## config.mk

```make
export PLATFORM = sky130hd
export DESIGN_NAME = dual_issue_ctrl
export DESIGN_NICKNAME = d
export VERILOG_FILES = /design/src/rtl/dual_issue_pkg.sv /design/src/rtl/slot_stage.sv /design/src/rtl/slot_ready.sv /design/src/rtl/pair_check.sv /design/src/rtl/dual_issue_ctrl.sv
export SDC_FILE = /design/constraint.sdc
export NUM_CORES = 1
export LEC_CHECK = 0
export BUFFER_PORTS_ARGS = -buffer_cell sky130_fd_sc_hd__buf_2
export CORE_MARGIN = 2
export CORE_UTILIZATION = 40
export DETAILED_ROUTE_END_ITERATION = 6
export PLACE_DENSITY = 0.69
export SYNTH_ARGS = -nofsm -noshare
export SYNTH_HDL_FRONTEND = slang
export SYNTH_SLANG_ARGS = --single-unit
```

## constraint.sdc

```tcl
create_clock -name clk -period 3.36 [get_ports clk]
set_input_delay 0.168 -clock clk [delete_from_list [all_inputs] [get_ports clk]]
set_output_delay 0.168 -clock clk [all_outputs]
set_load 0.01 [all_outputs]
```

## src/rtl/dual_issue_pkg.sv

```systemverilog
`timescale 1ns/1ps
package dual_issue_pkg;

    localparam int NUM_REGS = 32;
    localparam int REG_W    = $clog2(NUM_REGS);
    localparam int CLS_W    = 3;
    localparam int LANES    = 2;

    typedef enum logic [CLS_W-1:0] {
        C_INT    = 3'd0,
        C_LOAD   = 3'd1,
        C_STORE  = 3'd2,
        C_BRANCH = 3'd3,
        C_FPOP   = 3'd4,
        C_FPLOAD = 3'd5
    } iclass_e;

    typedef struct packed {
        logic             vld;
        iclass_e          cls;
        logic [REG_W-1:0] dst;
        logic [REG_W-1:0] sa;
        logic [REG_W-1:0] sb;
    } slot_t;

    // floating-point class for pairing purposes
    function automatic logic is_fp_op(iclass_e c);
        return c == C_FPOP;
    endfunction

    function automatic logic writes_dst(iclass_e c);
        return (c == C_INT) || (c == C_LOAD) || (c == C_FPOP) || (c == C_FPLOAD);
    endfunction

    function automatic logic dst_in_fp(iclass_e c);
        return (c == C_FPOP) || (c == C_FPLOAD);
    endfunction

    function automatic logic src_in_fp(iclass_e c);
        return c == C_FPOP;
    endfunction

endpackage

```

## src/rtl/slot_stage.sv

```systemverilog
`timescale 1ns/1ps
module slot_stage
    import dual_issue_pkg::*;
(
    input  logic       clk,
    input  logic       rst,
    input  slot_t      nxt0,
    input  slot_t      nxt1,
    input  logic [1:0] adv,
    output slot_t      q0,
    output slot_t      q1
);

    always_ff @(posedge clk) begin
        if (rst) begin
            q0 <= '0;
            q1 <= '0;
        end else begin
            case (adv)
                2'd2: begin
                    q0 <= nxt0;
                    q1 <= nxt1;
                end
                2'd1: begin
                    q0 <= q1;
                    q1 <= nxt0;
                end
                default: begin
                    q0 <= q0;
                    q1 <= q1;
                end
            endcase
        end
    end

endmodule

```

## src/rtl/slot_ready.sv

```systemverilog
`timescale 1ns/1ps
module slot_ready
    import dual_issue_pkg::*;
(
    input  slot_t                s,
    input  logic [NUM_REGS-1:0]  int_busy,
    input  logic [NUM_REGS-1:0]  fp_busy,
    output logic                 ready
);

    logic src_busy;
    logic dst_busy;

    always_comb begin
        if (src_in_fp(s.cls))
            src_busy = fp_busy[s.sa] | fp_busy[s.sb];
        else
            src_busy = int_busy[s.sa] | int_busy[s.sb];

        if (!writes_dst(s.cls))
            dst_busy = 1'b0;
        else if (dst_in_fp(s.cls))
            dst_busy = fp_busy[s.dst];
        else
            dst_busy = int_busy[s.dst];

        ready = s.vld && !src_busy && !dst_busy;
    end

endmodule

```

## src/rtl/pair_check.sv

```systemverilog
`timescale 1ns/1ps
module pair_check
    import dual_issue_pkg::*;
(
    input  logic       clk,
    input  logic       rst,
    input  slot_t      q0,
    input  slot_t      q1,
    input  logic       rdy0,
    input  logic       rdy1,
    output logic [1:0] iss
);

    logic mix_ok;
    logic no_branch;
    logic raw_hit;
    logic waw_hit;

    always_comb begin
        mix_ok    = is_fp_op(q0.cls) != is_fp_op(q1.cls);
        no_branch = (q0.cls != C_BRANCH) && (q1.cls != C_BRANCH);
        raw_hit   = writes_dst(q0.cls)
                 && (dst_in_fp(q0.cls) == src_in_fp(q1.cls))
                 && ((q1.sa == q0.dst) || (q1.sb == q0.dst));
        waw_hit   = writes_dst(q0.cls) && writes_dst(q1.cls)
                 && (dst_in_fp(q0.cls) == dst_in_fp(q1.cls))
                 && (q1.dst == q0.dst);
        iss[0]    = rdy0;
        iss[1]    = rdy0 && rdy1 && mix_ok && no_branch && !raw_hit && !waw_hit;
    end

    AST_YOUNGER_NEEDS_OLDER: assert property (@(posedge clk) disable iff (rst)
        iss[1] |-> iss[0]) else $error("younger slot issued alone");

    AST_PAIR_IS_MIXED: assert property (@(posedge clk) disable iff (rst)
        iss[1] |-> (q0.cls == C_FPOP) != (q1.cls == C_FPOP)) else $error("pair not mixed");

    AST_BRANCH_SOLO: assert property (@(posedge clk) disable iff (rst)
        iss[1] |-> (q0.cls != C_BRANCH) && (q1.cls != C_BRANCH)) else $error("branch paired");

endmodule

```

## src/rtl/dual_issue_ctrl.sv

```systemverilog
`timescale 1ns/1ps
module dual_issue_ctrl
    import dual_issue_pkg::*;
(
    input  logic                      clk,
    input  logic                      rst,
    input  logic [LANES-1:0]          in_vld,
    input  logic [LANES*CLS_W-1:0]    in_cls,
    input  logic [LANES*REG_W-1:0]    in_dst,
    input  logic [LANES*REG_W-1:0]    in_srca,
    input  logic [LANES*REG_W-1:0]    in_srcb,
    input  logic [NUM_REGS-1:0]       int_busy,
    input  logic [NUM_REGS-1:0]       fp_busy,
    output logic [LANES-1:0]          issue_vld,
    output logic [1:0]                issue_cnt,
    output logic [1:0]                adv_cnt,
    output logic [NUM_REGS-1:0]       int_mark,
    output logic [NUM_REGS-1:0]       fp_mark
);

    slot_t             nxt [LANES];
    slot_t             cur [LANES];
    logic [LANES-1:0]  rdy;
    logic              vac0;
    logic              vac1;

    for (genvar k = 0; k < LANES; k++) begin : g_lane
        always_comb begin
            nxt[k].vld = in_vld[k];
            nxt[k].cls = iclass_e'(in_cls[k*CLS_W +: CLS_W]);
            nxt[k].dst = in_dst[k*REG_W +: REG_W];
            nxt[k].sa  = in_srca[k*REG_W +: REG_W];
            nxt[k].sb  = in_srcb[k*REG_W +: REG_W];
        end

        slot_ready u_rdy (
            .s        (cur[k]),
            .int_busy (int_busy),
            .fp_busy  (fp_busy),
            .ready    (rdy[k])
        );
    end

    slot_stage u_stage (
        .clk  (clk),
        .rst  (rst),
        .nxt0 (nxt[0]),
        .nxt1 (nxt[1]),
        .adv  (adv_cnt),
        .q0   (cur[0]),
        .q1   (cur[1])
    );

    pair_check u_pair (
        .clk  (clk),
        .rst  (rst),
        .q0   (cur[0]),
        .q1   (cur[1]),
        .rdy0 (rdy[0]),
        .rdy1 (rdy[1]),
        .iss  (issue_vld)
    );

    always_comb begin
        vac0      = !cur[0].vld || issue_vld[0];
        vac1      = vac0 && (!cur[1].vld || issue_vld[1]);
        adv_cnt   = {1'b0, vac0} + {1'b0, vac1};
        issue_cnt = {1'b0, issue_vld[0]} + {1'b0, issue_vld[1]};
    end

    for (genvar r = 0; r < NUM_REGS; r++) begin : g_mark
        assign int_mark[r] =
              (issue_vld[0] && writes_dst(cur[0].cls) && !dst_in_fp(cur[0].cls) && cur[0].dst == REG_W'(r))
           || (issue_vld[1] && writes_dst(cur[1].cls) && !dst_in_fp(cur[1].cls) && cur[1].dst == REG_W'(r));
        assign fp_mark[r] =
              (issue_vld[0] && dst_in_fp(cur[0].cls) && cur[0].dst == REG_W'(r))
           || (issue_vld[1] && dst_in_fp(cur[1].cls) && cur[1].dst == REG_W'(r));
    end

    AST_SHIFT_YOUNGER: assert property (@(posedge clk) disable iff (rst)
        (issue_vld == 2'b01 && cur[1].vld) |=> cur[0] == $past(cur[1])) else $error("younger not moved up");

    AST_HOLD_BOTH: assert property (@(posedge clk) disable iff (rst)
        (issue_vld == 2'b00 && cur[0].vld && cur[1].vld) |=> (cur[0] == $past(cur[0]) && cur[1] == $past(cur[1])))
        else $error("stalled slots changed");

    AST_INT_SRC_FREE: assert property (@(posedge clk) disable iff (rst)
        (issue_vld[0] && cur[0].cls != C_FPOP) |-> !int_busy[cur[0].sa] && !int_busy[cur[0].sb])
        else $error("issued over busy source");

    AST_MARK_BOUND: assert property (@(posedge clk) disable iff (rst)
        ($countones(int_mark) + $countones(fp_mark)) <= int'(issue_cnt)) else $error("too many marks");

endmodule

```

==> results.py, run 1 <==
metrics = {
    "sta": {
        "worst_pin_slew_ns": 0.7752,
        "setup_tns_ns": -4.929,
        "setup_viol": 65,
        "clock-skew-final_ns": 0.005623,
        "setup_ws_ns": -0.1201,
        "finalCriticalPeriod_ns": 3.480,
        "slew_headroom": 0.4825,
        "clock.fmax_mhz": 287.3,
        "drv_slew": 0,
        "post-route-period-util": 1.036,
        "rsz0062_at_grt": "true",
        "hold_viol_final": 0,
    },
    "grt": {
        "grt_util_all_layers": 0.2815,
        "grt_overflow": 0,
        "grt_pass1_wl_um": 35560,
        "grt_start_max_net_pins": 37,
        "grt_pass1_vias": 6365,
        "antenna_found_initial": 0,
    },
    "clock_tree": {
        "cts_root_buf": "clkbuf_16",
        "cts_buffer_depth": 2,
        "cts_hold_buffers": 0,
        "clock-sinks": 38,
        "insertion_delay_ns": 0.28,
        "cts_tree": "yes",
        "path_clk_slew_ns": 0.06,
        "h-tree-depth": 2,
        "cts_made_buffers": 5,
    },
    "yosys": {
        "synth_area_per_cell_sq_um": 9.516,
        "yosysSeqAreaShare": 0.1277,
        "synth_warnings": 0,
        "synth_nets": 731,
        "ys.flop_type": "dfxtp_1",
        "syn-cell-area_sq_um": 5957,
        "yosysUniqueCellTypes": 55,
        "synth_edf_count": 0,
        "synthCells": 626,
        "synth_seq_cells": 38,
        "async_flop_share": 0,
    },
    "worst_hold_path": {
        "min_path_type": "input port to register",
    },
    "detailed_routing": {
        "firstDrtPassIters": 5,
        "via_per_inst": 6.699,
        "ant_nets": 0,
        "drtIter0Drc": 808,
        "drt-wirelength-per-cell_um": 23.60,
        "wl_um": 23360,
        "vias": 6632,
        "drc": 0,
    },
    "final_layout": {
        "diodes": 0,
        "final_layout_size_suffix_gt1_frac": 0.5112,
        "nets": 910,
        "utilization": 0.5433,
        "area_growth_pct": 32.56,
    },
    "worst_setup_path": {
        "crit_required_ns": 3.19,
        "cp_max_fo": 16,
        "r2r_setup_slack_ns": 0.10,
        "cp_data_arrival_time_ns": 3.31,
        "startpoint_type": "register",
        "timing.rr.end": "u_stage.q0[11]",
        "crit_start": "u_stage.q0[0]",
        "critPathKind": "register to primary output",
        "endpoint_kind": "primary output",
        "rr_worst_depth": 12,
        "cp-endpoint": "int_mark[7]",
        "rr_startpoint": "u_stage.q0[0]",
    },
    "power": {
        "p_leak_uw": 0.002933,
        "vdd_drop_max_mv": 0.1997,
        "power.density_nw_per_um2": 342.8,
    },
    "outcome": {
        "violations": "negative setup slack",
        "status": "finished with violations",
    },
    "die": {
        "core_area_sq_um": 14530,
        "fp.dieW_um": 126.0,
        "die_area_sq_um": 15880,
        "num_rows": 44,
        "io_pins": 174,
        "start_util": 0.4099,
        "fp.dieH_um": 126.0,
    },
    "place": {
        "io_buffers": 173,
        "globalplace.congestion": 0.9630,
        "dp_hpwl_um": 16910,
    },
    "job": {
        "cap_violations": 0,
    },
}
power by group:
part	switching [uW]	internal [uW]
Sequential	131	512
Combinational	796	807
Clock	185	275
kinds of logic (layout without fill, tap and decap cells):
kind of cell             Yosys count  in the layout  synth area share
flip-flops                        38             38            0.1277
buffers and inverters             80            257           0.07330
AND/OR/NAND/NOR                  176            179            0.1479
multiplexers                     164            164            0.4675
adder cells (fa/ha/maj)            1              1          0.002100
AO/OA/AOI/OAI                    150            150            0.1565
XOR/XNOR                          17             17           0.02499
area by class of cell:
type	count	area [sq um]
well taps	184	230.2
clock buffers	6	128.9
inverters	8	30.03
fillers	1345	6638
repair buffers	241	1578
flip-flops and latches	38	772.0
multi-input cells	511	5144
clock inverters	2	13.76
placed cells by master, fill, tap and decap left out, types with 3 or more instances in the layout:
cell and count:
nand4_1 6, nor3_1 6, nand3_4 4, buf_4 51, nand2b_1 4, o22ai_1 22, dfxtp_2 3, xnor2_1 10
nand2_1 77, clkbuf_16 5, mux4_2 91, nor2b_1 14, buf_12 12, o22ai_2 43, xor2_1 7, and2_1 4
mux2i_1 69, a22oi_1 14, dfxtp_1 33, a21oi_1 6, o21ai_1 36, nor2_1 15, mux2_2 4, nand3_1 29
inv_1 6, buf_6 3, o21ai_0 8, buf_2 173
flip-flops by register name (all words and copies together), names as in the netlist:
| signal | count |
|---|---|
| u_stage.q0 | 19 |
| u_stage.q1 | 19 |
critical path, stage by stage (launching register included):
cell and delay (ns):
dfxtp_4 0.39, buf_12 0.16, mux4_2 0.49, mux4_2 0.51, mux2i_1 0.14, and2_1 0.16
o2111ai_2 0.18, inv_2 0.11, and2_4 0.15, buf_12 0.14, nand2_4 0.15, o22ai_1 0.25
buf_2 0.17
repair_timing:
action,CTS,global route
pin swaps,17,28
gates resized for setup,30,40
endpoints found under the setup margin,66,69
gates cloned,5,0
buffers inserted,6,5
stage by stage:
step,area (sq um),hold slack [ns],worst slack [ns],cells,total power [uW]
3_3_place_gp,7209,0.4175,0.01487,967,2110
3_5_place_dp,7209,0.4144,-0.02010,967,2124
4_1_cts,7647,0.1184,-0.04992,986,2649
6_report,7896,0.1175,-0.1201,990,2707
5_1_grt,7896,0.1188,-0.2321,990,2841
2_1_floorplan,5957,0.2404,0.2418,626,1625
cell usage after synthesis (2+ instances only):
cell / n / area [sq um]
mux4_2: 91 / 2049
buf_1: 5 / 18.77
o21ai_0: 8 / 40.04
buf_4: 3 / 22.52
nand4_1: 6 / 37.54
nand3_4: 2 / 35.03
nand3b_1: 2 / 15.01
clkbuf_1: 29 / 108.9
o22ai_1: 65 / 406.6
o211ai_1: 2 / 15.01
o2111ai_1: 2 / 17.52
nand2b_1: 4 / 25.02
o21ai_1: 37 / 185.2
nor2b_1: 14 / 87.58
nand2_1: 78 / 292.8
and2_1: 5 / 31.28
mux2_2: 4 / 45.04
nor2_1: 17 / 63.81
a211oi_1: 3 / 22.52
nand4b_1: 2 / 17.52
a31oi_1: 2 / 12.51
dfxtp_1: 38 / 760.7
mux2i_1: 69 / 690.7
nor3_1: 7 / 35.03
a22oi_1: 14 / 105.1
xor2_1: 7 / 61.31
buf_6: 13 / 146.4
a21oi_1: 7 / 35.03
buf_2: 22 / 110.1
xnor2_1: 10 / 87.58
nand3_1: 29 / 145.1
inv_1: 6 / 22.52
worst min-delay path by stage:
stage          from             end  cells after the start
2_1_floorplan   rst  u_stage.q0[18]                      1
3_3_place_gp    rst  u_stage.q0[18]                      2
3_5_place_dp    rst  u_stage.q0[18]                      2
4_1_cts         rst  u_stage.q0[18]                      2
5_1_grt         rst  u_stage.q0[18]                      2
6_report        rst  u_stage.q0[18]                      2
routing by layer:
metal | share of wire | wire length (um) | global-route usage
met1 | 0.36 | 8483 | 0.3602
met3 | 0.11 | 2508 | 0.05947
met5 | 0 | 0 | 0
met2 | 0.49 | 11400 | 0.4731
met4 | 0.042 | 970 | 0.09890
Note: power is estimated with default switching activity, not from simulation.
==> inputs of run 2 (changes only) <==
--- a/config.mk
+++ b/config.mk
@@ -10,6 +10,7 @@
 export CORE_UTILIZATION = 40
 export DETAILED_ROUTE_END_ITERATION = 6
 export PLACE_DENSITY = 0.69
+export SKIP_CTS_REPAIR_TIMING = 1
 export SYNTH_ARGS = -nofsm -noshare
 export SYNTH_HDL_FRONTEND = slang
 export SYNTH_SLANG_ARGS = --single-unit
==> results.py, run 2 (same netlist as run 1, synthesis figures left out) <==
metrics = {
    "place": {
        "dp.cells": 967,
        "globalplace.congestion": 0.9630,
        "io_buffers": 173,
        "dp_hpwl_um": 16910,
        "dp_slack_ns": -0.02010,
    },
    "clock_tree": {
        "cts_made_buffers": 5,
        "h-tree-depth": 2,
        "cts_root_buf": "clkbuf_16",
        "clock-sinks": 38,
        "cts_buffer_depth": 2,
        "insertion_delay_ns": 0.28,
        "path_clk_slew_ns": 0.06,
        "cts_tree": "yes",
    },
    "grt": {
        "top_usage_layer": "met2",
        "grt_pass1_vias": 6156,
        "met2_usage": 0.4620,
        "grt_start_max_net_pins": 37,
        "grt_util_all_layers": 0.2705,
        "antenna_found_initial": 0,
        "grt_use_met1": 0.3498,
        "grt_use_met3": 0.05183,
        "grt_pass1_wl_um": 34290,
        "grt_overflow": 0,
    },
    "worst_setup_path": {
        "critPathKind": "register to primary output",
        "cp_data_arrival_time_ns": 3.38,
        "crit_required_ns": 3.19,
        "crit_start": "u_stage.q0[0]",
        "r2r_setup_slack_ns": 0.19,
        "startpoint_type": "register",
        "cp_max_fo": 9,
        "rr_worst_depth": 11,
        "cp-endpoint": "int_mark[27]",
        "timing.rr.end": "u_stage.q0[11]",
        "endpoint_kind": "primary output",
        "rr_startpoint": "u_stage.q0[0]",
    },
    "power": {
        "power.density_nw_per_um2": 341.2,
        "swShare": 0.4115,
        "p_leak_uw": 0.002917,
        "p_int_uw": 1592,
        "combinationalPowerShare": 0.593,
        "vdd_drop_max_mv": 0.1989,
        "switchingPower_uw": 1113,
        "clkPwrFrac": 0.169,
        "seq_power_share": 0.238,
    },
    "final_layout": {
        "area_growth_pct": 33.12,
        "reg_top3": "u_stage.q0: 19 flops, u_stage.q1: 19 flops",
        "fin_cells": 986,
        "final_layout_size_suffix_gt1_frac": 0.5137,
        "nets": 906,
        "diodes": 0,
        "final_common_cell": "buf_2",
        "utilization": 0.5456,
        "final_cell_mix": "172 x buf_2, 91 x mux4_2, 78 x nand2_1",
    },
    "sta": {
        "rsz0062_at_grt": "true",
        "setup_viol": 65,
        "worst_pin_slew_ns": 0.7728,
        "hold_viol_final": 0,
        "clock.fmax_mhz": 281.9,
        "drv_slew": 0,
        "post-route-period-util": 1.056,
        "finalCriticalPeriod_ns": 3.548,
        "clock-skew-final_ns": 0.004668,
        "slew_headroom": 0.4841,
        "whs_ns": 0.1184,
        "setup_ws_ns": -0.1877,
    },
    "detailed_routing": {
        "drt-wirelength-per-cell_um": 23.88,
        "ant_nets": 0,
        "wl_um": 23540,
        "firstDrtPassIters": 5,
        "via_per_inst": 6.666,
        "vias": 6573,
        "drtIter0Drc": 772,
        "drc": 0,
    },
    "job": {
        "cap_violations": 0,
    },
    "die": {
        "die_area_sq_um": 15880,
        "fp.dieW_um": 126.0,
        "io_pins": 174,
        "core_area_sq_um": 14530,
        "start_util": 0.4099,
        "num_rows": 44,
        "fp.dieH_um": 126.0,
    },
    "worst_hold_path": {
        "min_path_type": "input port to register",
    },
    "outcome": {
        "status": "finished with violations",
        "violations": "negative setup slack",
    },
}
run 2: cell types whose count changed in the layout (fill, tap and decap cells not counted), moves of 3 or more:
cell / previous run / this run
clkbuf_16: 5 / 8
o22ai_1: 22 / 15
buf_6: 3 / 6
buf_4: 51 / 45
o22ai_2: 43 / 49
run 2: critical path: stages, from the launching register on:
cell	delay (ns)
dfxtp_4	0.40
clkbuf_16	0.18
mux4_2	0.50
mux4_2	0.48
mux2i_1	0.14
and2_1	0.16
o2111ai_2	0.18
inv_2	0.15
and2_4	0.16
buf_12	0.15
nand3_4	0.18
o22ai_2	0.25
buf_2	0.16
run 2: worst min path at each step:
stage	startpoint	end	slack, ns	cells past startpoint
floorplan	rst	u_stage.q0[18]	0.24	1
global placement	rst	u_stage.q0[18]	0.42	2
detailed placement	rst	u_stage.q0[18]	0.41	2
CTS	rst	u_stage.q0[18]	0.12	2
global route	rst	u_stage.q0[18]	0.12	2
finish	rst	u_stage.q0[18]	0.12	2
run 2: through the flow:
step | TNS [ns] | instance area, sq um | total power [uW]
2_1_floorplan | 0 | 5957 | 1625
3_3_place_gp | 0 | 7209 | 2110
3_5_place_dp | -0.02010 | 7209 | 2124
4_1_cts | -14.93 | 7352 | 2580
5_1_grt | -15.60 | 7930 | 2844
6_report | -8.710 | 7930 | 2706
run 2: per-layer routing:
metal | up-vias | share of wire
li1 | 2834 | -
met1 | 3162 | 0.37
met2 | 492 | 0.49
met3 | 85 | 0.10
met4 | 0 | 0.038
met5 | - | 0
run 2: final cells by class:
type / instances / area [sq um]
Clock buffer: 6 / 128.9
Clock inverter: 2 / 13.76
Fill cell: 1338 / 6604
Inverter: 8 / 30.03
Multi-Input combinational cell: 511 / 5197
Sequential cell: 38 / 773.2
Tap cell: 184 / 230.2
Timing Repair Buffer: 237 / 1556
run 2: power by group through the flow:
stage / registers, uW / clock network [uW] / logic, uW
after floorplan: 541 / 0 / 1080
after global placement: 642 / 0 / 1470
after detailed placement: 643 / 0 / 1480
after CTS: 633 / 462 / 1480
after global routing: 653 / 490 / 1700
final: 644 / 458 / 1600
==> inputs of run 3 (changes only) <==
--- a/config.mk
+++ b/config.mk
@@ -6,10 +6,12 @@
 export NUM_CORES = 1
 export LEC_CHECK = 0
 export BUFFER_PORTS_ARGS = -buffer_cell sky130_fd_sc_hd__buf_2
+export CAP_MARGIN = 10
 export CORE_MARGIN = 2
 export CORE_UTILIZATION = 40
 export DETAILED_ROUTE_END_ITERATION = 6
 export PLACE_DENSITY = 0.69
+export REMOVE_ABC_BUFFERS = 1
 export SKIP_CTS_REPAIR_TIMING = 1
 export SYNTH_ARGS = -nofsm -noshare
 export SYNTH_HDL_FRONTEND = slang
==> results.py, run 3 (same netlist as run 1, synthesis figures left out) <==
metrics = {
    "outcome": {
        "status": "finished with violations",
        "violations": "negative setup slack",
    },
    "final_layout": {
        "nets": 916,
        "diodes": 0,
        "area_growth_pct": 36.80,
        "final_cell_mix": "172 x buf_2, 91 x mux4_2, 76 x nand2_1",
        "reg_top3": "u_stage.q0: 19 flops, u_stage.q1: 19 flops",
        "multi_input_area_sq_um": 5311,
        "final.fill_count": 1273,
        "final_common_cell": "buf_2",
        "final_layout_size_suffix_gt1_frac": 0.5394,
        "seqCellArea_sq_um": 768.2,
    },
    "power": {
        "p_leak_uw": 0.002999,
        "vdd_drop_max_mv": 0.3070,
        "power.density_nw_per_um2": 338.1,
    },
    "worst_setup_path": {
        "startpoint_type": "register",
        "cp_data_arrival_time_ns": 3.38,
        "endpoint_kind": "primary output",
        "r2r_setup_slack_ns": 0.07,
        "rr_worst_depth": 17,
        "cp-endpoint": "int_mark[13]",
        "timing.rr.end": "u_stage.q0[8]",
        "rr_startpoint": "u_stage.q0[5]",
        "critPathKind": "register to primary output",
        "crit_start": "u_stage.q1[10]",
        "cp_max_fo": 16,
        "crit_required_ns": 3.19,
    },
    "sta": {
        "clock.fmax_mhz": 281.8,
        "whs_ns": 0.1231,
        "rsz0062_at_grt": "true",
        "clock-skew-final_ns": 0.009564,
        "setup_ws_ns": -0.1888,
        "post-route-period-util": 1.056,
        "drv_slew": 0,
        "setup_viol": 64,
        "finalCriticalPeriod_ns": 3.549,
        "slew_headroom": 0.5818,
        "worst_pin_slew_ns": 0.6265,
        "hold_viol_final": 0,
    },
    "grt": {
        "grt_util_all_layers": 0.2668,
        "grt_overflow": 0,
        "antenna_found_initial": 0,
        "grt_start_max_net_pins": 37,
        "grt_pass1_vias": 6118,
        "grt_pass1_wl_um": 34280,
    },
    "detailed_routing": {
        "vias": 6641,
        "drc": 0,
        "via_per_inst": 6.668,
        "firstDrtPassIters": 7,
        "drt-wirelength-per-cell_um": 23.52,
        "ant_nets": 0,
        "wl_um": 23430,
        "drtIter0Drc": 876,
    },
    "clock_tree": {
        "cts_root_buf": "clkbuf_16",
        "path_clk_slew_ns": 0.06,
        "insertion_delay_ns": 0.28,
        "cts_made_buffers": 5,
        "cts_tree": "yes",
        "cts_buffer_depth": 2,
        "clock-sinks": 38,
        "h-tree-depth": 2,
    },
    "worst_hold_path": {
        "min_path_type": "input port to register",
        "holdCritStartpoint": "in_vld[0]",
        "hold-path-cell-count": 3,
    },
    "die": {
        "start_util": 0.4099,
        "core_area_sq_um": 14530,
        "fp.dieH_um": 126.0,
        "io_pins": 174,
        "fp.dieW_um": 126.0,
        "die_area_sq_um": 15880,
        "num_rows": 44,
    },
    "place": {
        "io_buffers": 173,
        "dp_slack_ns": 0.004197,
        "dp_hpwl_um": 16950,
        "globalplace.congestion": 0.9896,
    },
    "job": {
        "cap_violations": 0,
    },
}
==> run 3: changes by cell type in the layout (fill, tap and decap cells not counted), moves of 2 or more <==
cell     change
buf_4        +9
buf_12       +4
o22ai_1      -4
mux2i_1      -3
mux2i_2      +3
buf_6        -2
dfxtp_1      +2
nand2_1      -2
nand2_4      +2
nor2_2       +2
o22ai_2      +2
o22ai_4      +2
==> run 3: cell type report <==
| cell class | count | area share |
|---|---|---|
| Inverter | 8 | 0.003685 |
| Sequential cell | 38 | 0.09427 |
| Timing Repair Buffer | 247 | 0.2045 |
| Clock inverter | 2 | 0.001689 |
| Clock buffer | 6 | 0.01581 |
| Multi-Input combinational cell | 511 | 0.6518 |
| Tap cell | 184 | 0.02825 |
==> run 3: worst max-delay path, cell delays in order (launching register included) <==
cell	delay, ns
dfxtp_1	0.35
buf_12	0.17
mux4_2	0.52
mux4_2	0.52
mux2_2	0.32
a211oi_2	0.24
and2_4	0.22
buf_12	0.14
nand2_4	0.17
o22ai_1	0.28
buf_2	0.17
==> run 3: routing by layer <==
layer | share of wire | vias to the layer above | global-route usage
met3 | 0.11 | 62 | 0.04291
met1 | 0.39 | 3197 | 0.3776
met5 | 0 | - | 0
met4 | 0.029 | 0 | 0.05818
li1 | - | 2861 | -
met2 | 0.47 | 521 | 0.4342
==> run 3: through the flow <==
step / cells / utilization / area [sq um] / power, uW / setup TNS, ns
global route: 996 / 0.5607 / 8149 / 2895 / -13.49
global placement: 970 / 0.4985 / 7244 / 2108 / 0
floorplan: 554 / - / 5550 / 1557 / -132.97
finish: 996 / 0.5607 / 8149 / 2755 / -6.905
detailed placement: 970 / 0.4985 / 7244 / 2121 / 0
CTS: 978 / 0.5083 / 7387 / 2582 / -12.82
==> run 3: where the power goes <==
group	switching (uW)	internal [uW]
clock	179	275
sequential	124	512
combinational	828	837
==> run 3: worst min path at each step <==
stage | slack (ns) | to
4_1_cts | 0.12 | u_stage.q0[18]
3_5_place_dp | 0.41 | u_stage.q0[18]
2_1_floorplan | 0.24 | u_stage.q0[18]
3_3_place_gp | 0.41 | u_stage.q0[18]
5_1_grt | 0.14 | u_stage.q0[18]
6_report | 0.12 | u_stage.q0[18]
